==> src/rtl/sadc_pkg.sv <==
package sadc_pkg;

    typedef enum logic [2:0] {
        ST_IDLE,
        ST_HUNT,
        ST_CMD,
        ST_ARM,
        ST_STRB,
        ST_SHIFT,
        ST_HOLD
    } sadc_state_e;

    typedef enum logic [1:0] {
        PM_FULL_PD = 2'b00,
        PM_FAST_PD = 2'b01,
        PM_INT_CLK = 2'b10,
        PM_EXT_CLK = 2'b11
    } sadc_pmode_e;

    typedef struct packed {
        logic [2:0]  chan;
        logic        unipolar;
        logic        single_end;
        sadc_pmode_e pmode;
    } sadc_cmd_t;

endpackage

==> src/rtl/sadc_sclk_edges.sv <==
module sadc_sclk_edges (
    input  logic clk,
    input  logic rst_n,
    input  logic sclk,
    output logic rise,
    output logic fall
);

    logic sclk_q;

    always_ff @(posedge clk or negedge rst_n) begin
        if (!rst_n) begin
            sclk_q <= 1'b0;
        end else begin
            sclk_q <= sclk;
        end
    end

    assign rise = sclk & ~sclk_q;
    assign fall = ~sclk & sclk_q;

endmodule

==> src/rtl/sadc_sample_sel.sv <==
module sadc_sample_sel #(
    parameter int NUM_CH   = 8,
    parameter int SAMPLE_W = 12,
    parameter int CH_W     = $clog2(NUM_CH)
) (
    input  logic [NUM_CH*SAMPLE_W-1:0] samples,
    input  logic [CH_W-1:0]            chan,
    input  logic                       unipolar,
    output logic [SAMPLE_W-1:0]        code
);

    logic [SAMPLE_W-1:0] lanes [NUM_CH];
    logic [SAMPLE_W-1:0] raw;

    generate
        for (genvar g = 0; g < NUM_CH; g++) begin : g_lane
            assign lanes[g] = samples[g*SAMPLE_W +: SAMPLE_W];
        end
    endgenerate

    assign raw = lanes[chan];

    // offset binary to two's complement: inverting the MSB subtracts half scale
    assign code = unipolar ? raw : {~raw[SAMPLE_W-1], raw[SAMPLE_W-2:0]};

endmodule

==> src/rtl/sadc_cmd_slave.sv <==
module sadc_cmd_slave
    import sadc_pkg::*;
#(
    parameter int NUM_CH   = 8,
    parameter int SAMPLE_W = 12,
    parameter int CH_W     = $clog2(NUM_CH)
) (
    input  logic                       clk,
    input  logic                       rst_n,
    input  logic                       cs_n,
    input  logic                       sclk,
    input  logic                       din,
    input  logic [NUM_CH*SAMPLE_W-1:0] samples,
    output logic                       dout,
    output logic                       sstrb,
    output logic                       cmd_valid,
    output logic [CH_W-1:0]            cmd_chan,
    output logic                       cmd_unipolar,
    output logic                       cmd_single,
    output logic [1:0]                 cmd_mode,
    output logic                       int_clk_req
);

    localparam int CMD_W    = 8;
    localparam int BODY_W   = CMD_W - 1;
    localparam int HIST_W   = CMD_W - 2;
    localparam int BIT_CW   = $clog2(BODY_W);
    localparam int IDX_W    = $clog2(SAMPLE_W);
    localparam logic [BIT_CW-1:0] LAST_BIT = BIT_CW'(BODY_W - 1);
    localparam logic [IDX_W-1:0]  TOP_IDX  = IDX_W'(SAMPLE_W - 1);

    sadc_state_e          state_q, state_d;
    logic                 sclk_rise, sclk_fall;
    logic [HIST_W-1:0]    hist_q;
    logic [BIT_CW-1:0]    bit_cnt_q;
    logic [IDX_W-1:0]     idx_q;
    logic [SAMPLE_W-1:0]  result_q;
    logic [SAMPLE_W-1:0]  sel_code;
    logic [BODY_W-1:0]    body_word;
    sadc_cmd_t            decoded, cmd_q;
    logic                 start_seen;
    logic                 last_capture;

    sadc_sclk_edges u_edges (
        .clk   (clk),
        .rst_n (rst_n),
        .sclk  (sclk),
        .rise  (sclk_rise),
        .fall  (sclk_fall)
    );

    // the seven bits after the start bit, completed by the bit on din now
    assign body_word = {hist_q, din};
    assign decoded   = sadc_cmd_t'(body_word);

    sadc_sample_sel #(
        .NUM_CH   (NUM_CH),
        .SAMPLE_W (SAMPLE_W),
        .CH_W     (CH_W)
    ) u_sel (
        .samples  (samples),
        .chan     (decoded.chan[CH_W-1:0]),
        .unipolar (decoded.unipolar),
        .code     (sel_code)
    );

    assign start_seen   = (state_q == ST_IDLE || state_q == ST_HUNT) && sclk_rise && din;
    assign last_capture = (state_q == ST_CMD) && sclk_rise && (bit_cnt_q == LAST_BIT);

    // next-state logic
    always_comb begin
        state_d = state_q;
        if (cs_n) begin
            state_d = ST_IDLE;
        end else begin
            unique case (state_q)
                ST_IDLE:  state_d = start_seen ? ST_CMD : ST_HUNT;
                ST_HUNT:  if (start_seen) state_d = ST_CMD;
                ST_CMD:   if (last_capture)
                              state_d = (decoded.pmode == PM_EXT_CLK) ? ST_ARM : ST_HOLD;
                ST_ARM:   if (sclk_fall) state_d = ST_STRB;
                ST_STRB:  if (sclk_fall) state_d = ST_SHIFT;
                ST_SHIFT: if (sclk_fall && idx_q == '0) state_d = ST_HOLD;
                ST_HOLD:  state_d = ST_HOLD;
                default:  state_d = ST_IDLE;
            endcase
        end
    end

    // state register
    always_ff @(posedge clk or negedge rst_n) begin
        if (!rst_n) begin
            state_q <= ST_IDLE;
        end else begin
            state_q <= state_d;
        end
    end

    // command capture, sample latch and result index
    always_ff @(posedge clk or negedge rst_n) begin
        if (!rst_n) begin
            hist_q    <= '0;
            bit_cnt_q <= '0;
            idx_q     <= '0;
            result_q  <= '0;
            cmd_q     <= '0;
            cmd_valid <= 1'b0;
        end else begin
            cmd_valid <= 1'b0;
            if (cs_n) begin
                hist_q    <= '0;
                bit_cnt_q <= '0;
                idx_q     <= '0;
            end else begin
                if (start_seen) begin
                    hist_q    <= '0;
                    bit_cnt_q <= '0;
                end else if (state_q == ST_CMD && sclk_rise) begin
                    hist_q    <= {hist_q[HIST_W-2:0], din};
                    bit_cnt_q <= bit_cnt_q + 1'b1;
                    if (last_capture) begin
                        cmd_q     <= decoded;
                        cmd_valid <= 1'b1;
                        result_q  <= sel_code;
                    end
                end
                if (state_q == ST_STRB && sclk_fall) begin
                    idx_q <= TOP_IDX;
                end else if (state_q == ST_SHIFT && sclk_fall && idx_q != '0) begin
                    idx_q <= idx_q - 1'b1;
                end
            end
        end
    end

    // serial outputs, moved on falling serial-clock edges only
    always_ff @(posedge clk or negedge rst_n) begin
        if (!rst_n) begin
            dout  <= 1'b0;
            sstrb <= 1'b0;
        end else if (cs_n) begin
            dout  <= 1'b0;
            sstrb <= 1'b0;
        end else begin
            unique case (state_q)
                ST_ARM: begin
                    if (sclk_fall) begin
                        sstrb <= 1'b1;
                        dout  <= 1'b0;
                    end
                end
                ST_STRB: begin
                    if (sclk_fall) begin
                        sstrb <= 1'b0;
                        dout  <= result_q[SAMPLE_W-1];
                    end
                end
                ST_SHIFT: begin
                    if (sclk_fall) begin
                        dout <= (idx_q == '0) ? 1'b0 : result_q[idx_q - 1'b1];
                    end
                end
                default: begin
                    sstrb <= 1'b0;
                    dout  <= 1'b0;
                end
            endcase
        end
    end

    assign cmd_chan     = cmd_q.chan[CH_W-1:0];
    assign cmd_unipolar = cmd_q.unipolar;
    assign cmd_single   = cmd_q.single_end;
    assign cmd_mode     = cmd_q.pmode;
    assign int_clk_req  = (cmd_q.pmode == PM_INT_CLK);

endmodule

==> config.mk <==
export PLATFORM = sky130hd
export DESIGN_NAME = sadc_cmd_slave
export DESIGN_NICKNAME = d
export VERILOG_FILES = /design/src/rtl/sadc_pkg.sv /design/src/rtl/sadc_sclk_edges.sv /design/src/rtl/sadc_sample_sel.sv /design/src/rtl/sadc_cmd_slave.sv
export SDC_FILE = /design/constraint.sdc
export NUM_CORES = 1
export LEC_CHECK = 0
export CORE_MARGIN = 3
export CORE_UTILIZATION = 40
export CTS_BUF_LIST = sky130_fd_sc_hd__clkbuf_4
export CTS_CLUSTER_DIAMETER = 40
export DETAILED_ROUTE_END_ITERATION = 6
export HOLD_SLACK_MARGIN = 0.03
export PLACE_DENSITY = 0.76
export SYNTH_ARGS = -nofsm -noshare
export SYNTH_HDL_FRONTEND = slang
export SYNTH_SLANG_ARGS = --single-unit
==> constraint.sdc <==
create_clock -name clk -period 4.9 [get_ports clk]
set_input_delay 0.98 -clock clk [delete_from_list [all_inputs] [get_ports clk]]
set_output_delay 0.98 -clock clk [all_outputs]
set_load 0.05 [all_outputs]
==> flow_metrics.py, run 1 <==
metrics = {
    "synth": {
        "yosys-top-cells-count": "dfrtp_1, mux4_2, a21oi_1",
        "syn-cell-area_um2": 2658,
        "yosysUniqueCellTypes": 48,
        "syn_avg_cell_area_um2": 11.50,
        "synth_area_leaders": "dfrtp_1, mux4_2, mux2i_1",
        "ys_ff_latch": 39,
        "synth-edff-count": 0,
        "synth_area_leader_cell": "dfrtp_1",
        "synth.most_common_cell": "dfrtp_1",
        "synth_nets": 336,
        "yosysWarnings": 0,
        "yosysTopAreaCellShare_pct": 36.72,
        "syn_inst": 231,
        "synth-seq-area-share_pct": 36.72,
        "ys.flop_type": "dfrtp_1",
        "async_flop_share_pct": 100.0,
    },
    "sta": {
        "slew_viol_final": 0,
        "setup_viol": 0,
        "finalCritPeriodShare_pct": 57.39,
        "fin_setup_tns_ps": 0,
        "worst_pin_slew_ps": 866.1,
        "final.min_clock_period_ps": 2812,
        "max_slew_margin_pct": 42.26,
        "rsz0062_at_grt": "no",
        "clock_skew_ps": 13.06,
        "hold_violations": 0,
        "fin_ws_ps": 2088,
        "max_freq_mhz": 355.6,
    },
    "critical_path": {
        "critPathMaxFanout": 10,
        "startpoint_type": "input pin",
        "crit_required_ps": 5120,
        "cp-end-kind": "flip-flop",
        "path_class": "input pin to flip-flop",
        "cpPeakStageDelay_ps": 620,
        "cp_data_arrival_time_ps": 3030,
        "cp_slowest_cell": "o21bai_1",
        "crit_chain": "clkdlybuf4s50_1 > nor2b_1 > nand3b_1 > o21bai_1 > o21ai_1",
    },
    "cts": {
        "cts_tree": "yes",
        "clkSinkCount": 39,
        "clkTransAtPathRegs_ps": 110,
        "cts_resized": 0,
        "cts-htree-levels": 2,
        "post_cts_buffers": 0,
        "hold_buffers": 0,
        "root_buffer": "clkbuf_4",
        "max-clock-path-buffers": 2,
        "cts_buffers": 5,
        "clock_latency_ps": 350,
    },
    "cells_and_area": {
        "drive_gt1_share_pct": 13.81,
        "nNetsFinal": 437,
        "fillCellCount": 553,
        "synthToLayoutAreaGrowth_pct": 44.82,
        "n_antenna_cell": 0,
    },
    "die": {
        "fp.dieH_um": 87.51,
        "die_w_um": 87.51,
        "core-area_um2": 6386,
        "pin_count": 112,
        "placement_rows": 29,
        "start_util_pct": 41.61,
        "dieArea_um2": 7658,
    },
    "grt": {
        "antenna_found_initial": 0,
        "grt_pass1_wl_um": 11230,
        "grtUsageTotal_pct": 18.89,
        "grt_overflow": 0,
        "grt_pass1_vias": 2378,
        "grt_max_degree": 40,
    },
    "routing": {
        "routed_wl_um": 6941,
        "vias": 2285,
        "drt-wirelength-per-cell_um": 16.93,
        "drtPass1Iterations": 4,
        "ant_nets": 0,
        "drt-initial-drc-count": 94,
        "viasPerCell": 5.573,
        "drc": 0,
    },
    "pwr": {
        "p_per_area_nw_per_um2": 168.4,
        "p_leak_nw": 1.459,
        "vdd_drop_max_v": 0.0001443,
    },
    "hold_path": {
        "hold_class": "flip-flop to flip-flop",
    },
    "placement": {
        "port_buffers": 111,
        "hpwl_um": 5421,
        "preCtsSetupSlack_ps": 1765,
        "place.gp.congestion": 0.8775,
    },
    "job": {
        "max_cap_violations": 0,
    },
    "status": {
        "status": "completed",
    },
}
[per-stage QoR]
step | cell area (um^2) | hold WS [ps] | total power, mW | utilization [%] | instances
2_1_floorplan | 2658 | 486.3 | 0.3877 | - | 231
3_3_place_gp | 3791 | 472.5 | 0.4790 | 59.37 | 402
3_5_place_dp | 3791 | 478.4 | 0.4818 | 59.37 | 402
4_1_cts | 3849 | 504.8 | 0.6539 | 60.27 | 410
5_1_grt | 3849 | 530.3 | 0.6830 | 60.27 | 410
6_report | 3849 | 497.6 | 0.6479 | 60.27 | 410
[worst paths after layout]
kind                                     start     endpoint  slack (ps)  depth (start not counted)
worst max-delay path                      sclk   state_q[0]        2090                          5
worst min-delay path                cmd_single   cmd_single         500                          1
worst max register to register  u_edges.sclk_q   state_q[0]        2860                          4
worst min register to register      cmd_single   cmd_single         500                          1
max in group asynchronous                rst_n  result_q[9]        3620                          1
min in group asynchronous                rst_n   state_q[2]         720                          1
[critical path: cells and delay by family]
family                 cells  cell delay, ps
buffers and inverters      1             540
AOI/OAI and AO/OA          2             760
and+or+nand+nor            2             740
[power breakdown]
part           leakage (nW)  internal, mW  switching, mW
sequential            0.540         0.325         0.0122
clock                0.0361        0.0671          0.106
combinational         0.882        0.0951         0.0427
[cells in the final DEF, fill, tap and decap left out, types with 2 or more instances in the layout]
| cell | count |
|---|---|
| inv_1 | 5 |
| a21o_1 | 2 |
| mux4_2 | 27 |
| nor2b_1 | 6 |
| nand3_1 | 11 |
| a31oi_1 | 2 |
| dfrtp_1 | 39 |
| nand3b_1 | 3 |
| clkdlybuf4s50_1 | 110 |
| clkbuf_4 | 7 |
| and3_1 | 2 |
| o2111ai_1 | 2 |
| a211oi_1 | 2 |
| buf_4 | 3 |
| o211ai_1 | 4 |
| mux2i_1 | 12 |
| o21ai_1 | 2 |
| xnor2_1 | 4 |
| nand2b_1 | 2 |
| nand2_1 | 10 |
| a21oi_1 | 22 |
| mux2_1 | 7 |
| nor2_1 | 15 |
| ha_1 | 4 |
| nor3_1 | 3 |
| a41oi_1 | 2 |
| o21ai_0 | 4 |
[cells by family after synthesis]
family / synth area share (%)
buffers and inverters: 4.473
AOI/OAI and AO/OA: 11.25
DFF: 36.72
xor gates and xnor gates: 1.648
adders and majority gates: 1.883
muxes: 30.79
and+or+nand+nor: 13.23
[sequential cells by signal, indices dropped and copies added, names as in the netlist]
name / cells
state_q: 3
u_edges.sclk_q: 1
hist_q: 6
cmd_unipolar: 1
bit_cnt_q: 3
result_q: 12
dout: 1
cmd_mode: 2
idx_q: 4
sstrb: 1
cmd_single: 1
cmd_valid: 1
cmd_chan: 3
[metal layers]
layer / up-vias / share of wire [%] / track usage [%] / routed length (um)
met2: 76 / 51 / 32.26 / 3509
li1: 1084 / - / - / -
met3: 6 / 7.1 / 6.717 / 495
met5: - / 0 / 0 / 0
met4: 0 / 0.88 / 4.184 / 61
met1: 1119 / 41 / 22.99 / 2874
[layout make-up]
cell class / count / area (um^2) / share of cell area, %
multi-input combinational: 167 / 1572 / 40.83
clock inverter: 1 / 5.005 / 0.1300
clock buffer: 7 / 52.55 / 1.365
tap: 77 / 96.34 / 2.503
sequential: 39 / 975.9 / 25.36
inverter: 5 / 18.77 / 0.4876
timing repair buffer: 114 / 1129 / 29.32
(Power assumes the default switching activity.)
==> inputs of run 2 (changes only) <==
==> constraint.sdc (replaced) <==
create_clock -name clk -period 2.6 [get_ports clk]
set_input_delay 0.52 -clock clk [delete_from_list [all_inputs] [get_ports clk]]
set_output_delay 0.52 -clock clk [all_outputs]
set_load 0.05 [all_outputs]
==> flow_metrics.py, run 2 (synthesis gave the netlist of run 1 again) <==
metrics = {
    "sta": {
        "max_freq_mhz": 451.3,
        "worst_pin_slew_ps": 849.0,
        "max_slew_margin_pct": 43.40,
        "fin_setup_tns_ps": 0,
        "fin_ws_ps": 384.2,
        "rsz0062_at_grt": "no",
        "setup_viol": 0,
        "clock_skew_ps": 17.03,
        "hold_violations": 0,
        "slew_viol_final": 0,
        "finalCritPeriodShare_pct": 85.22,
        "final.min_clock_period_ps": 2216,
    },
    "cts": {
        "cts_tree": "yes",
        "post_cts_buffers": 0,
        "clock_latency_ps": 360,
        "clkTransAtPathRegs_ps": 120,
        "root_buffer": "clkbuf_4",
        "cts_buffers": 5,
        "hold_buffers": 0,
        "max-clock-path-buffers": 2,
        "clkSinkCount": 39,
        "cts-htree-levels": 2,
        "cts_resized": 0,
    },
    "die": {
        "fp.dieH_um": 87.51,
        "pin_count": 112,
        "start_util_pct": 41.61,
        "die_w_um": 87.51,
        "core-area_um2": 6386,
        "dieArea_um2": 7658,
        "placement_rows": 29,
    },
    "job": {
        "max_cap_violations": 0,
    },
    "pwr": {
        "power_frac_seq_pct": 53.0,
        "p_total_mw": 1.201,
        "power_switching_mw": 0.3070,
        "pwr-share-clk_pct": 24.8,
        "p_comb_share_pct": 22.2,
        "vdd_drop_max_v": 0.0001771,
        "p_leak_nw": 1.487,
        "power.share.switching_pct": 25.58,
        "p_int_mw": 0.8935,
        "p_per_area_nw_per_um2": 308.6,
    },
    "critical_path": {
        "startpoint_type": "flip-flop",
        "path_class": "flip-flop to output port",
        "cp_data_arrival_time_ps": 1700,
        "critPathMaxFanout": 3,
        "crit_required_ps": 2080,
        "cp-end-kind": "output port",
        "regToRegSetupSlack_ps": 580,
    },
    "routing": {
        "maxUsedRoutingLayer": "met4",
        "drt-initial-drc-count": 91,
        "drc": 0,
        "ant_nets": 0,
        "viasPerCell": 5.620,
        "vias": 2338,
        "wl_met2_um": 3533,
        "wl_met3_um": 502,
        "drtPass1Iterations": 4,
        "wl_met1_um": 2798,
        "drt-wirelength-per-cell_um": 16.72,
        "routed_wl_um": 6956,
    },
    "placement": {
        "hpwl_um": 5532,
        "preCtsSetupSlack_ps": 258.5,
        "place.gp.congestion": 0.8566,
        "port_buffers": 111,
    },
    "grt": {
        "antenna_found_initial": 0,
        "grtUsageTotal_pct": 18.91,
        "grt_pass1_wl_um": 11430,
        "grt_pass1_vias": 2488,
        "grt_overflow": 0,
        "grt_max_degree": 40,
    },
    "cells_and_area": {
        "reg_top3": "result_q (12), hist_q (6), idx_q (4)",
        "final_cell_mix": "clkdlybuf4s50_1, dfrtp_1, mux4_2, a21oi_1, nor2_1",
        "n_antenna_cell": 0,
        "largest_reg_flops": 12,
        "synthToLayoutAreaGrowth_pct": 46.37,
        "multi_input_area_um2": 1572,
        "fillCellCount": 552,
        "final_util_pct": 60.91,
        "regArea_um2": 975.9,
        "layout_commonest_cell": "clkdlybuf4s50_1",
        "nNetsFinal": 444,
        "largest_register": "result_q",
        "drive_gt1_share_pct": 15.04,
    },
    "status": {
        "status": "completed",
    },
    "hold_path": {
        "hold_class": "input pin to asynchronous set/reset pin",
    },
}
==> run 2: power by group through the flow <==
| stage | Clock, mW | Combinational (mW) | Sequential (mW) |
|---|---|---|---|
| finish | 0.298 | 0.266 | 0.636 |
| floorplan | 0 | 0.102 | 0.628 |
| global placement | 0 | 0.263 | 0.647 |
| CTS | 0.308 | 0.269 | 0.636 |
| global route | 0.328 | 0.288 | 0.640 |
| detailed placement | 0 | 0.268 | 0.648 |
==> run 2: metal layers <==
metal / global-route usage (%) / vias up
met5: 0 / -
met4: 5.439 / 0
met3: 5.203 / 9
met2: 31.58 / 93
met1: 24.08 / 1139
li1: - / 1097
==> run 2: cell type report <==
| type | instances | share of cell area, % |
|---|---|---|
| Timing Repair Buffer | 121 | 30.36 |
| Multi-Input combinational cell | 167 | 40.40 |
| Sequential cell | 39 | 25.09 |
| Tap cell | 77 | 2.477 |
| Clock buffer | 5 | 0.9649 |
| Clock inverter | 2 | 0.2252 |
| Inverter | 5 | 0.4825 |
==> run 2: metrics by stage <==
step	cells	cell area, um^2	hold WS (ps)
final	416	3890	246.9
after floorplan	231	2658	224.4
after detailed placement	409	3844	478.4
after global placement	409	3844	471.6
after global routing	416	3890	310.4
after CTS	416	3890	276.3
==> run 2: worst max-delay path, cell delays in order (launching register included) <==
cell and delay (ps):
dfrtp_1 420, nor2b_1 110, clkdlybuf4s50_1 810
==> run 2: final timing paths <==
check | start | end | depth (start not counted)
max | cmd_mode[0] | int_clk_req | 2
min in group clk | cmd_unipolar | cmd_unipolar | 1
max in group asynchronous | rst_n | idx_q[2] | 1
min | rst_n | state_q[2] | 1
max reg2reg | idx_q[0] | dout | 6
min reg2reg | cmd_unipolar | cmd_unipolar | 1
==> inputs of run 3 (changes only) <==
--- a/config.mk
+++ b/config.mk
@@ -5,13 +5,16 @@
 export SDC_FILE = /design/constraint.sdc
 export NUM_CORES = 1
 export LEC_CHECK = 0
+export CELL_PAD_IN_SITES_DETAIL_PLACEMENT = 1
+export CELL_PAD_IN_SITES_GLOBAL_PLACEMENT = 2
 export CORE_MARGIN = 3
-export CORE_UTILIZATION = 40
+export CORE_UTILIZATION = 27
 export CTS_BUF_LIST = sky130_fd_sc_hd__clkbuf_4
 export CTS_CLUSTER_DIAMETER = 40
 export DETAILED_ROUTE_END_ITERATION = 6
 export HOLD_SLACK_MARGIN = 0.03
-export PLACE_DENSITY = 0.76
+export MAX_ROUTING_LAYER = met4
+export PLACE_DENSITY_LB_ADDON = 0.1
 export SYNTH_ARGS = -nofsm -noshare
 export SYNTH_HDL_FRONTEND = slang
 export SYNTH_SLANG_ARGS = --single-unit
==> flow_metrics.py, run 3 (synthesis gave the netlist of run 1 again) <==
metrics = {
    "cts": {
        "cts_tree": "yes",
        "clock_latency_ps": 340,
        "cts_buffers": 5,
        "cts_resized": 0,
        "clkSinkCount": 39,
        "hold_buffers": 0,
        "clkTransAtPathRegs_ps": 130,
        "root_buffer": "clkbuf_4",
        "post_cts_buffers": 0,
        "max-clock-path-buffers": 2,
        "cts-htree-levels": 2,
    },
    "placement": {
        "hpwl_um": 6608,
        "place.gp.congestion": 0.7415,
        "post-place-cells": 460,
        "port_buffers": 111,
        "placed_cell_area_um2": 3926,
    },
    "pwr": {
        "power.share.switching_pct": 25.57,
        "p_comb_share_pct": 22.0,
        "p_leak_nw": 1.490,
        "p_per_area_nw_per_um2": 307.8,
        "power_frac_seq_pct": 52.1,
        "p_total_mw": 1.226,
        "power_switching_mw": 0.3136,
        "vdd_drop_max_v": 0.0001486,
        "pwr-share-clk_pct": 25.9,
        "p_int_mw": 0.9127,
    },
    "routing": {
        "drc": 0,
        "viasPerCell": 4.940,
        "drtPass1Iterations": 4,
        "drt-initial-drc-count": 56,
        "vias": 2312,
        "routed_wl_um": 8212,
        "drt-wirelength-per-cell_um": 17.55,
        "ant_nets": 0,
    },
    "critical_path": {
        "r2r_start": "idx_q[0]",
        "critPathMaxFanout": 3,
        "crit_chain": "nor2b_1 > clkdlybuf4s50_1",
        "timing.rr.end": "dout",
        "regToRegSetupSlack_ps": 530,
        "cpPeakStageDelay_ps": 810,
        "path_buf_inv": 1,
        "path_delay_family": "buffers and inverters",
        "cp-end-kind": "output port",
        "path_class": "flip-flop to output port",
        "startpoint_type": "flip-flop",
        "reg2reg_depth": 6,
        "cp_slowest_cell": "clkdlybuf4s50_1",
        "cp_data_arrival_time_ps": 1680,
        "crit_required_ps": 2080,
    },
    "sta": {
        "slew_viol_final": 0,
        "hold_violations": 0,
        "rsz0062_at_grt": "no",
        "max_slew_margin_pct": 40.21,
        "finalCritPeriodShare_pct": 84.48,
        "final.min_clock_period_ps": 2197,
        "fin_setup_tns_ps": 0,
        "clock_skew_ps": 16.68,
        "setup_viol": 0,
        "max_freq_mhz": 455.3,
        "holdWs_ps": 288.5,
        "worst_pin_slew_ps": 896.8,
    },
    "grt": {
        "grt_max_degree": 40,
        "grt_pass1_wl_um": 13060,
        "grt_overflow": 0,
        "grt_pass1_vias": 2502,
        "grtUsageTotal_pct": 15.35,
        "antenna_found_initial": 0,
    },
    "cells_and_area": {
        "fin_cells": 468,
        "final_cell_mix": "clkdlybuf4s50_1, dfrtp_1, mux4_2, a21oi_1, nor2_1",
        "drive_gt1_share_pct": 15.34,
        "reg_top3": "result_q (12), hist_q (6), idx_q (4)",
        "largest_reg_flops": 12,
        "n_antenna_cell": 0,
        "layout_commonest_cell": "clkdlybuf4s50_1",
        "synthToLayoutAreaGrowth_pct": 49.91,
        "nNetsFinal": 443,
        "stdcell_area_um2": 3984,
        "largest_register": "result_q",
    },
    "hold_path": {
        "hold_class": "input pin to asynchronous set/reset pin",
    },
    "die": {
        "fp.dieH_um": 105.2,
        "dieArea_um2": 11070,
        "placement_rows": 35,
        "start_util_pct": 28.23,
        "core-area_um2": 9415,
        "die_w_um": 105.2,
        "pin_count": 112,
    },
    "job": {
        "max_cap_violations": 0,
    },
    "status": {
        "status": "completed",
    },
}
run 3: changes by cell type in the layout (fill, tap and decap cells not counted):
cell	previous run	this run
buf_12	0	2
buf_4	10	7
clkbuf_4	5	6
clkinv_1	1	0
clkinvlp_4	0	1
run 3: power groups by stage:
stage | Combinational [mW] | Sequential [mW] | Clock (mW)
3_5_place_dp | 0.274 | 0.649 | 0
4_1_cts | 0.274 | 0.638 | 0.341
2_1_floorplan | 0.102 | 0.628 | 0
5_1_grt | 0.292 | 0.641 | 0.363
3_3_place_gp | 0.268 | 0.649 | 0
6_report | 0.270 | 0.638 | 0.318
run 3: cell type report:
| class | instances | area (um^2) |
|---|---|---|
| Fill cell | 1034 | 5431 |
| Multi-Input combinational cell | 167 | 1572 |
| Timing Repair Buffer | 120 | 1199 |
| Sequential cell | 39 | 975.9 |
| Tap cell | 129 | 161.4 |
| Clock buffer | 6 | 45.04 |
| Inverter | 5 | 18.77 |
| Clock inverter | 2 | 12.51 |
run 3: how the worst max path moves through the flow:
stage                     start     endpoint  slack (ps)  cells past startpoint
detailed placement         sclk  cmd_mode[1]         290                      5
CTS                 cmd_mode[0]  int_clk_req         370                      2
finish              cmd_mode[0]  int_clk_req         400                      2
global placement           sclk  cmd_chan[1]         310                      5
global route        cmd_mode[0]  int_clk_req         310                      2
floorplan           cmd_mode[1]  int_clk_req         680                      1
run 3: routing by layer:
layer / part of all wire [%] / track usage, %
met1: 47 / 20.62
met2: 45 / 22.81
met3: 7.7 / 5.021
met4: 0.62 / 3.093
met5: 0 / -
run 3: per-stage QoR:
step	utilization [%]	setup WS, ps
2_1_floorplan	-	681.8
3_5_place_dp	41.70	286.7
5_1_grt	42.31	306.8
6_report	42.31	403.5
4_1_cts	42.31	365.7
3_3_place_gp	41.70	309.0
